$ cat src/rtl/tmr_pkg.sv
package tmr_pkg;
  localparam int TMR_CNT_W = 8;
  localparam int TMR_NSRC  = 4;
  localparam int TMR_SRC_W = $clog2(TMR_NSRC);

  typedef enum logic [TMR_SRC_W-1:0] {
    SRC_4K  = 2'd0,
    SRC_64  = 2'd1,
    SRC_1   = 2'd2,
    SRC_MIN = 2'd3
  } tmr_src_e;
endpackage

$ cat src/rtl/tmr_ctl.sv
module tmr_ctl
  import tmr_pkg::*;
(
  input  logic                 clk,
  input  logic                 rst_n,
  input  logic                 run_wr,
  input  logic                 run_val,
  input  logic                 src_wr,
  input  logic [TMR_SRC_W-1:0] src_val,
  input  logic                 mode_wr,
  input  logic                 ie_val,
  input  logic                 pulse_val,
  output logic                 run,
  output tmr_src_e             src,
  output logic                 ie,
  output logic                 pmode
);
  logic     run_d, ie_d, pmode_d;
  tmr_src_e src_d;

  always_comb begin
    run_d   = run;
    src_d   = src;
    ie_d    = ie;
    pmode_d = pmode;
    if (run_wr) run_d = run_val;
    if (src_wr) src_d = tmr_src_e'(src_val);
    if (mode_wr) begin
      ie_d    = ie_val;
      pmode_d = pulse_val;
    end
  end

  always_ff @(posedge clk or negedge rst_n) begin
    if (!rst_n) begin
      run   <= 1'b0;
      src   <= SRC_MIN;
      ie    <= 1'b0;
      pmode <= 1'b0;
    end else begin
      run   <= run_d;
      src   <= src_d;
      ie    <= ie_d;
      pmode <= pmode_d;
    end
  end

  a_r1_src_default: assert property (@(posedge clk)
    $rose(rst_n) |-> (src == SRC_MIN));
endmodule

$ cat src/rtl/tmr_tick_sel.sv
module tmr_tick_sel
  import tmr_pkg::*;
(
  input  logic [TMR_NSRC-1:0] ticks,
  input  tmr_src_e            src,
  output logic                step,
  output logic                pend
);
  always_comb begin
    step = ticks[src];
    // at the slowest rate the pulse is ended by the 64 Hz tick
    if (src == SRC_MIN) pend = ticks[SRC_64];
    else                pend = ticks[src];
  end
endmodule

$ cat src/rtl/tmr_down.sv
module tmr_down #(
  parameter int W = 8
) (
  input  logic         clk,
  input  logic         rst_n,
  input  logic         step,
  input  logic         run,
  input  logic         wr,
  input  logic [W-1:0] wdata,
  output logic [W-1:0] count,
  output logic         expire
);
  localparam logic [W-1:0] ONE  = W'(1);
  localparam logic [W-1:0] ZERO = '0;

  logic [W-1:0] cnt_d, rld_q, rld_d;

  always_comb begin
    cnt_d  = count;
    rld_d  = rld_q;
    expire = 1'b0;
    if (wr) begin
      cnt_d = wdata;
      rld_d = wdata;
    end else if (run && step && (rld_q != ZERO)) begin
      if (count == ONE || count == ZERO) begin
        cnt_d  = rld_q;
        expire = 1'b1;
      end else begin
        cnt_d = count - ONE;
      end
    end
  end

  always_ff @(posedge clk or negedge rst_n) begin
    if (!rst_n) begin
      count <= ZERO;
      rld_q <= ZERO;
    end else begin
      count <= cnt_d;
      rld_q <= rld_d;
    end
  end

  a_r3_hold_when_off: assert property (@(posedge clk) disable iff (!rst_n)
    (!run && !wr) |=> $stable(count));
  a_r4_write_loads: assert property (@(posedge clk) disable iff (!rst_n)
    wr |=> (count == $past(wdata)));
  a_r5_reload: assert property (@(posedge clk) disable iff (!rst_n)
    (run && step && !wr && count == ONE) |=> (count == $past(rld_q)));
  a_r6_zero_parks: assert property (@(posedge clk) disable iff (!rst_n)
    (rld_q == ZERO && count == ZERO && !wr) |=> (count == ZERO));
endmodule

$ cat src/rtl/tmr_irq.sv
module tmr_irq (
  input  logic clk,
  input  logic rst_n,
  input  logic expire,
  input  logic pend,
  input  logic clr,
  input  logic ie,
  input  logic pmode,
  output logic flag,
  output logic irq_n
);
  logic flag_d, pul_q, pul_d;

  always_comb begin
    flag_d = flag;
    if (clr)    flag_d = 1'b0;
    if (expire) flag_d = 1'b1;
    pul_d = pul_q;
    if (pend)   pul_d = 1'b0;
    if (expire) pul_d = 1'b1;
  end

  always_ff @(posedge clk or negedge rst_n) begin
    if (!rst_n) begin
      flag  <= 1'b0;
      pul_q <= 1'b0;
    end else begin
      flag  <= flag_d;
      pul_q <= pul_d;
    end
  end

  assign irq_n = !(ie && (pmode ? pul_q : flag));

  a_r7_flag_sticky: assert property (@(posedge clk) disable iff (!rst_n)
    (flag && !clr) |=> flag);
  a_r5_flag_and_pulse: assert property (@(posedge clk) disable iff (!rst_n)
    expire |=> (flag && pul_q));
  a_r9_pulse_holds: assert property (@(posedge clk) disable iff (!rst_n)
    (pul_q && !pend) |=> pul_q);
  a_r10_masked: assert property (@(posedge clk) disable iff (!rst_n)
    !ie |-> irq_n);
endmodule

$ cat src/rtl/tmr_top.sv
module tmr_top
  import tmr_pkg::*;
(
  input  logic                 clk,
  input  logic                 rst_n,
  input  logic                 tick_4k,
  input  logic                 tick_64,
  input  logic                 tick_1,
  input  logic                 tick_min,
  input  logic                 run_wr,
  input  logic                 run_val,
  input  logic                 src_wr,
  input  logic [TMR_SRC_W-1:0] src_val,
  input  logic                 mode_wr,
  input  logic                 ie_val,
  input  logic                 pulse_val,
  input  logic                 cnt_wr,
  input  logic [TMR_CNT_W-1:0] cnt_val,
  input  logic                 flag_clr,
  output logic [TMR_CNT_W-1:0] count,
  output logic                 flag,
  output logic                 irq_n
);
  logic                run, ie, pmode, step, pend, expire;
  tmr_src_e            src;
  logic [TMR_NSRC-1:0] ticks;

  assign ticks = {tick_min, tick_1, tick_64, tick_4k};

  tmr_ctl u_ctl (
    .clk(clk), .rst_n(rst_n),
    .run_wr(run_wr), .run_val(run_val),
    .src_wr(src_wr), .src_val(src_val),
    .mode_wr(mode_wr), .ie_val(ie_val), .pulse_val(pulse_val),
    .run(run), .src(src), .ie(ie), .pmode(pmode)
  );

  tmr_tick_sel u_sel (
    .ticks(ticks), .src(src), .step(step), .pend(pend)
  );

  tmr_down #(.W(TMR_CNT_W)) u_down (
    .clk(clk), .rst_n(rst_n), .step(step), .run(run),
    .wr(cnt_wr), .wdata(cnt_val), .count(count), .expire(expire)
  );

  tmr_irq u_irq (
    .clk(clk), .rst_n(rst_n), .expire(expire), .pend(pend),
    .clr(flag_clr), .ie(ie), .pmode(pmode), .flag(flag), .irq_n(irq_n)
  );
endmodule

$ cat config.mk
export PLATFORM = sky130hd
export DESIGN_NAME = tmr_top
export DESIGN_NICKNAME = d
export VERILOG_FILES = /design/src/rtl/tmr_pkg.sv /design/src/rtl/tmr_ctl.sv /design/src/rtl/tmr_tick_sel.sv /design/src/rtl/tmr_down.sv /design/src/rtl/tmr_irq.sv /design/src/rtl/tmr_top.sv
export SDC_FILE = /design/constraint.sdc
export NUM_CORES = 1
export LEC_CHECK = 0
export ABC_AREA = 1
export ABC_CLOCK_PERIOD_IN_PS = 1700
export BUFFER_PORTS_ARGS = -buffer_cell sky130_fd_sc_hd__buf_2
export CORE_ASPECT_RATIO = 0.7
export CORE_MARGIN = 5
export CORE_UTILIZATION = 47
export DETAILED_ROUTE_END_ITERATION = 10
export PLACE_DENSITY = 0.79
export SLEW_MARGIN = 20
export SYNTH_ARGS = -nofsm -noshare
export SYNTH_HDL_FRONTEND = slang
export SYNTH_SLANG_ARGS = --single-unit
$ cat constraint.sdc
create_clock -name clk -period 1.7 [get_ports clk]
set_clock_uncertainty 0.2 [all_clocks]
set_input_delay 0 -clock clk [delete_from_list [all_inputs] [get_ports clk]]
set_output_delay 0 -clock clk [all_outputs]
set_load 0.05 [all_outputs]
==> summary.txt, run 1 <==
Setup path
  • CP top delay family: simple AND/OR/NAND/NOR gates
  • Reg-to-reg slack, setup: 30 ps
  • CP max stage cell: dfrtp_2
  • Crit start category: register
  • Crit path cell chain: inv_4 > ha_1 > nor2_1 > nor2_2 > nand2_4 > nand2_4 > nand2_1 > nand2_1 > nand2_1 > nand2_1 > nand2_1
  • Reg2reg start: u_down.count[0]$_DFFE_PN0P_
  • CP Data Required Time: 1650 ps
  • CP most frequent cell: nand2_1
  • Buf/Inv on CP: 1
  • FF-to-FF path depth: 11
  • WP depth: 11
  • Max FO, Critical Path: 5
  • R2r endpoint: u_down.count[7]$_DFFE_PN0P_
  • Crit. End Element: register
  • WS Path Type: register to register
  • Arrival time at the worst endpoint: 1620 ps
  • Slowest Stage Delay on Critical Path: 440 ps

CTS
  • Number of clock sinks: 23
  • Clk_lat worst skew: 270 ps
  • H-tree level count: 1
  • TritonCTS Buffers: 3
  • CTS max path bufs: 2
  • Clock root buffer: clkbuf_8
  • Clock-pin transition on the worst setup and hold timing paths: 90 ps
  • CTS tree: done

Min path
  • Min-Delay Path Class: primary input to asynchronous set/reset pin

Logic synthesis
  • Post-Synthesis Cells: 190
  • Cell variety after synth: 23
  • Syn_nets: 217
  • Synth Area per Inst: 7.22 µm²
  • Sequential share of the synthesized area: 42.1%
  • Mapped cell area: 0.00137 mm²
  • #FFs+latches synth: 23
  • Yosys Warn Count: 0

Global routing
  • Pin count of the biggest net entering global routing: 24
  • Tot GR Track Use: 19.0%
  • Initial antenna violation count: 0
  • Vias in the first global route: 1381
  • First-pass GRT wire length: 6.15 mm
  • Gr ovfl total: 0

Timing
  • Slew headroom: 66.6%
  • Tcrit/Tclk final: 98.0%
  • Hold_ws: 39.3 ps
  • Fin. Hold Viols: 0
  • Worst Max-Slew Pin Slew: 501 ps
  • Min Tclk post-route: 1670 ps
  • RSZ-0062 raised after global routing: true
  • Final setup fails: 0
  • Max-slew violation count: 0
  • Fmax: 600 MHz

Power and ir drop
  • Leakage: 0.00101 µW
  • Peak supply drop: 0.525 mV
  • PwrDens: 953 mW/mm²

Floorplanning
  • Core area: 0.00280 mm²
  • I/O pin cnt: 34
  • Die ar.: 0.00412 mm²
  • Row cnt: 16
  • Die extent in x: 74.6 µm
  • Starting Density: 49.0%
  • Chip Height: 55.2 µm

Layout
  • # diodes: 0
  • Multi-input gate area: 716 µm²
  • Area grow syn2layout: 41.8%
  • Register area: 581 µm²
  • Share of layout cells above drive strength 1: 28.4%
  • Final net count: 285
  • Fin util: 69.5%
  • Layout fillers: 235

Flow run
  • Max-cap viol count: 0

Placement
  • Port bufs: 33
  • RePlAce Congestion: 0.896
  • Hpwl dp: 2.51 mm

Routing
  • Vias per cell: 5.00
  • DRT iter0 DRCs: 143
  • DRC: 0
  • Final wirelength: 3.76 mm
  • Post-route ant nets: 0
  • Wire per inst: 12.8 µm
  • Vias post-DR: 1464
  • DR pass1 iterations: 4

Status
  • Outcome: finished, final reports clean
## worst register-to-register path, stage by stage (launching register included)
cell	delay, ps
dfrtp_2	440
inv_4	80
ha_1	160
nor2_1	60
nor2_2	170
nand2_4	110
nand2_4	90
nand2_1	50
nand2_1	60
nand2_1	40
nand2_1	50
nand2_1	50
## registers in the layout, summed over array words and instances (netlist names)
name / cells
u_ctl.ie: 1
u_ctl.pmode: 1
u_ctl.run: 1
u_ctl.src: 2
u_down.count: 8
u_down.rld_q: 8
u_irq.flag: 1
u_irq.pul_q: 1
## report_power, final
group / total, µW / switching [µW] / internal, µW
clock network: 339 / 175 / 164
registers: 701 / 76.3 / 625
logic: 816 / 530 / 285
total: 1860 / 782 / 1070
## kinds of logic after synthesis
| logic type | count (synthesis) | share of synthesized area, % |
|---|---|---|
| fa+ha+maj | 3 | 2.74 |
| buf+inv | 24 | 7.47 |
| flops | 23 | 42.1 |
| compound gates | 23 | 9.48 |
| simple gates | 117 | 38.2 |
## how the worst max path moves through the flow
stage / startpoint / endpoint / slack [ps]
after global placement: u_down.count[0]$_DFFE_PN0P_ / u_down.count[6]$_DFFE_PN0P_ / 50
after floorplan: u_down.count[0]$_DFFE_PN0P_ / u_down.count[6]$_DFFE_PN0P_ / -20
final: u_down.count[0]$_DFFE_PN0P_ / u_down.count[7]$_DFFE_PN0P_ / 30
after global routing: u_down.count[0]$_DFFE_PN0P_ / u_down.count[1]$_DFFE_PN0P_ / -40
after detailed placement: u_down.count[0]$_DFFE_PN0P_ / u_down.count[6]$_DFFE_PN0P_ / -30
after CTS: u_down.count[0]$_DFFE_PN0P_ / u_down.count[2]$_DFFE_PN0P_ / 8
## cells in the final DEF, fill, tap and decap left out
master / Yosys / layout
buf_4: 0 / 5
nand4_1: 1 / 1
nand3_1: 20 / 20
o21ai_1: 2 / 4
nand3b_1: 1 / 1
nand2_4: 3 / 4
a21oi_1: 1 / 1
inv_2: 3 / 3
dlygate4sd3_1: 0 / 27
clkbuf_4: 0 / 1
nand2_1: 63 / 63
nor2_1: 19 / 15
clkbuf_8: 0 / 3
inv_4: 0 / 2
dfstp_2: 2 / 2
nand3_2: 2 / 2
clkinv_2: 0 / 1
nor2_2: 3 / 7
o21ai_0: 16 / 14
dfrtp_2: 0 / 2
dfrtp_1: 21 / 19
buf_2: 1 / 32
nand2_2: 4 / 4
inv_1: 18 / 16
ha_1: 3 / 2
ha_2: 0 / 1
o21ai_2: 3 / 3
a21oi_2: 1 / 1
nor3_1: 1 / 1
## synth_stat cells
master | count | area share, %
a21oi_1 | 1 | 0.36
a21oi_2 | 1 | 0.64
buf_2 | 1 | 0.36
buf_8 | 1 | 1.1
clkbuf_1 | 1 | 0.27
dfrtp_1 | 21 | 38
dfstp_2 | 2 | 3.8
ha_1 | 3 | 2.7
inv_1 | 18 | 4.9
inv_2 | 3 | 0.82
nand2_1 | 63 | 17
nand2_2 | 4 | 1.8
nand2_4 | 3 | 2.5
nand3_1 | 20 | 7.3
nand3_2 | 2 | 1.5
nand3b_1 | 1 | 0.55
nand4_1 | 1 | 0.46
nor2_1 | 19 | 5.2
nor2_2 | 3 | 1.4
nor3_1 | 1 | 0.36
o21ai_0 | 16 | 5.8
o21ai_1 | 2 | 0.73
o21ai_2 | 3 | 1.9
## cell type report
cell class / instances / area share, %
inverters: 21 / 4.31
well taps: 36 / 2.31
clock buffers: 3 / 2.12
flip-flops and latches: 23 / 29.8
repair buffers: 65 / 24.4
clock inverters: 1 / 0.257
multi-input cells: 144 / 36.8
## what timing repair did
item	CTS	global route
gates resized for setup	1	10
buffers inserted	0	2
endpoints found under the setup margin	3	11
pin swaps	0	4
hold endpoints to repair	46	0
hold buffers	27	0
gates cloned	0	1
## metal layers
| metal | part of all wire (%) | track usage, % | vias to the layer above |
|---|---|---|---|
| li1 | - | - | 735 |
| met1 | 44 | 26.0 | 678 |
| met2 | 49 | 30.0 | 43 |
| met3 | 5.1 | 4.71 | 8 |
| met4 | 1.8 | 4.31 | 0 |
| met5 | 0 | 0 | - |
## through the flow
| step | cells | instance area, µm² | setup TNS, ps | worst slack [ps] | power (µW) |
|---|---|---|---|---|---|
| 2_1_floorplan | 190 | 1380 | -52.1 | -23.5 | 1220 |
| 3_3_place_gp | 259 | 1580 | 0 | 48.7 | 1410 |
| 3_5_place_dp | 259 | 1580 | -65.0 | -28.5 | 1420 |
| 4_1_cts | 290 | 1900 | 0 | 8.33 | 1810 |
| 5_1_grt | 293 | 1950 | -187 | -38.5 | 1960 |
| 6_report | 293 | 1950 | 0 | 33.8 | 1860 |
Power figures use the tool's default switching activity.
==> run 2, diff against run 1 <==
Settings changed: CELL_PAD_IN_SITES_DETAIL_PLACEMENT from default to 0, CELL_PAD_IN_SITES_GLOBAL_PLACEMENT from default to 2, CORE_UTILIZATION 47 to 26, SETUP_SLACK_MARGIN from default to 0.05.
==> summary.txt, run 2 (synthesis gave the netlist of run 1 again) <==
CTS
  • CTS tree: done
  • Clock-pin transition on the worst setup and hold timing paths: 80 ps
  • H-tree level count: 1
  • Number of clock sinks: 23
  • TritonCTS Buffers: 3
  • CTS max path bufs: 2
  • Clk_lat worst skew: 260 ps
  • Clock root buffer: clkbuf_8

Power and ir drop
  • Total power: 1960 µW
  • Pint: 1140 µW
  • Clock share of power: 17.4%
  • Net Sw Power: 825 µW
  • Leakage: 0.00104 µW
  • Peak supply drop: 0.322 mV
  • Logic pwr share: 46.5%
  • PwrDens: 935 mW/mm²
  • Net Sw Frac: 42.0%
  • Reg power frac: 36.1%

Timing
  • Slew headroom: 64.3%
  • Tcrit/Tclk final: 95.7%
  • Min Tclk post-route: 1630 ps
  • Hold_ws: 48.5 ps
  • RSZ-0062 raised after global routing: true
  • Fin. Hold Viols: 0
  • Final setup fails: 0
  • TNS Setup: 0 ps
  • Max-slew violation count: 0
  • Fmax: 614 MHz
  • Worst Max-Slew Pin Slew: 535 ps

Global routing
  • Pin count of the biggest net entering global routing: 24
  • Vias in the first global route: 1399
  • First-pass GRT wire length: 6.86 mm
  • Tot GR Track Use: 12.4%
  • Initial antenna violation count: 0
  • Gr ovfl total: 0

Setup path
  • WS Path Type: register to register
  • CP Data Required Time: 1650 ps
  • Reg2reg start: u_down.count[0]$_DFFE_PN0P_
  • Crit. End Element: register
  • Setup crit start: u_down.count[0]$_DFFE_PN0P_
  • Crit start category: register
  • Arrival time at the worst endpoint: 1580 ps
  • Max FO, Critical Path: 4

Routing
  • DRC: 0
  • Post-route ant nets: 0
  • Vias per cell: 4.23
  • Vias post-DR: 1416
  • Final wirelength: 3.98 mm
  • Wire per inst: 11.9 µm
  • DRT iter0 DRCs: 32
  • DR pass1 iterations: 4

Layout
  • Finished Cell Area: 0.00210 mm²
  • Share of layout cells above drive strength 1: 31.2%
  • Multi-input gate area: 774 µm²
  • Largest registers: u_down.count: 8 flops, u_down.rld_q: 8 flops, u_ctl.src: 2 flops
  • # diodes: 0
  • Fin util: 40.6%
  • Most frequent cells in the layout: nand2_1 (62), buf_2 (32), dlygate4sd3_1 (29)
  • Register area: 582 µm²
  • Final net count: 291
  • Area grow syn2layout: 53.1%
  • Layout fillers: 555
  • Commonest non-fill, non-tap cell in the layout: nand2_1

Floorplanning
  • I/O pin cnt: 34
  • Starting Density: 26.5%
  • Die ar.: 0.00686 mm²
  • Row cnt: 22
  • Die extent in x: 96.8 µm
  • Core area: 0.00517 mm²
  • Chip Height: 70.8 µm

Min path
  • Min-Delay Path Class: primary input to asynchronous set/reset pin

Placement
  • Port bufs: 33
  • Dpl cell area: 0.00164 mm²
  • RePlAce Congestion: 0.790
  • Hpwl dp: 2.96 mm

Status
  • Outcome: finished, final reports clean

Flow run
  • Max-cap viol count: 0
-- run 2: changes by cell type in the layout (fill, tap and decap cells not counted), moves of 2 or more --
cell	delta
ha_1	-2
nor2_4	+3
ha_4	+3
buf_4	+5
dlygate4sd3_1	+2
nor2_2	-2
-- run 2: through the flow --
stage	setup WS, ps	cells
after floorplan	-23.5	190
after global placement	23.1	297
after detailed placement	4.65	297
after CTS	59.1	334
after global routing	-9.46	335
final	72.3	335
-- run 2: timing repair --
| item | CTS | global route |
|---|---|---|
| endpoints found under the hold margin | 46 | 0 |
| gates resized for setup | 13 | 11 |
| setup endpoints to repair | 8 | 16 |
| buffers inserted | 3 | 1 |
| pin swaps | 4 | 7 |
| hold buffers | 29 | 0 |
| cloned | 1 | 0 |
-- run 2: per-layer routing --
metal,global-route usage (%),wire (µm),vias to the layer above
li1,-,-,760
met1,17.3,2050,625
met2,19.3,1680,27
met3,3.45,200,4
met4,2.80,43,0
met5,0,0,-
-- run 2: power groups by stage --
| stage | logic, µW | clock network (µW) | registers [µW] |
|---|---|---|---|
| 6_report | 914 | 343 | 709 |
| 5_1_grt | 1020 | 386 | 722 |
| 4_1_cts | 878 | 358 | 708 |
| 3_5_place_dp | 745 | 0 | 713 |
| 3_3_place_gp | 750 | 0 | 710 |
| 2_1_floorplan | 364 | 0 | 856 |
-- run 2: path summary, 6_finish.rpt --
path	endpoint	slack, ps	depth (start not counted)
setup / recovery	u_down.count[2]$_DFFE_PN0P_	70	7
hold / removal	u_down.rld_q[1]$_DFFE_PN0P_	50	2
setup reg to reg	u_down.count[2]$_DFFE_PN0P_	70	7
hold reg to reg	u_irq.pul_q$_DFFE_PN0P_	310	2
max in group asynchronous	u_down.count[1]$_DFFE_PN0P_	870	2
min in group clk	u_irq.pul_q$_DFFE_PN0P_	70	5
-- run 2: cell type report --
type	instances	area share [%]
multi-input combinational	144	36.9
inverter	21	3.99
tap	72	4.29
sequential	23	27.7
clock buffer	4	2.14
timing repair buffer	71	25.0
-- run 2: worst max-delay path: stages (launching register included) --
cell and delay [ps]:
dfrtp_2 460, inv_4 110, ha_4 140, o21ai_0 100, nor2_2 180, nor3_1 60
nor2_1 200, a21oi_2 70
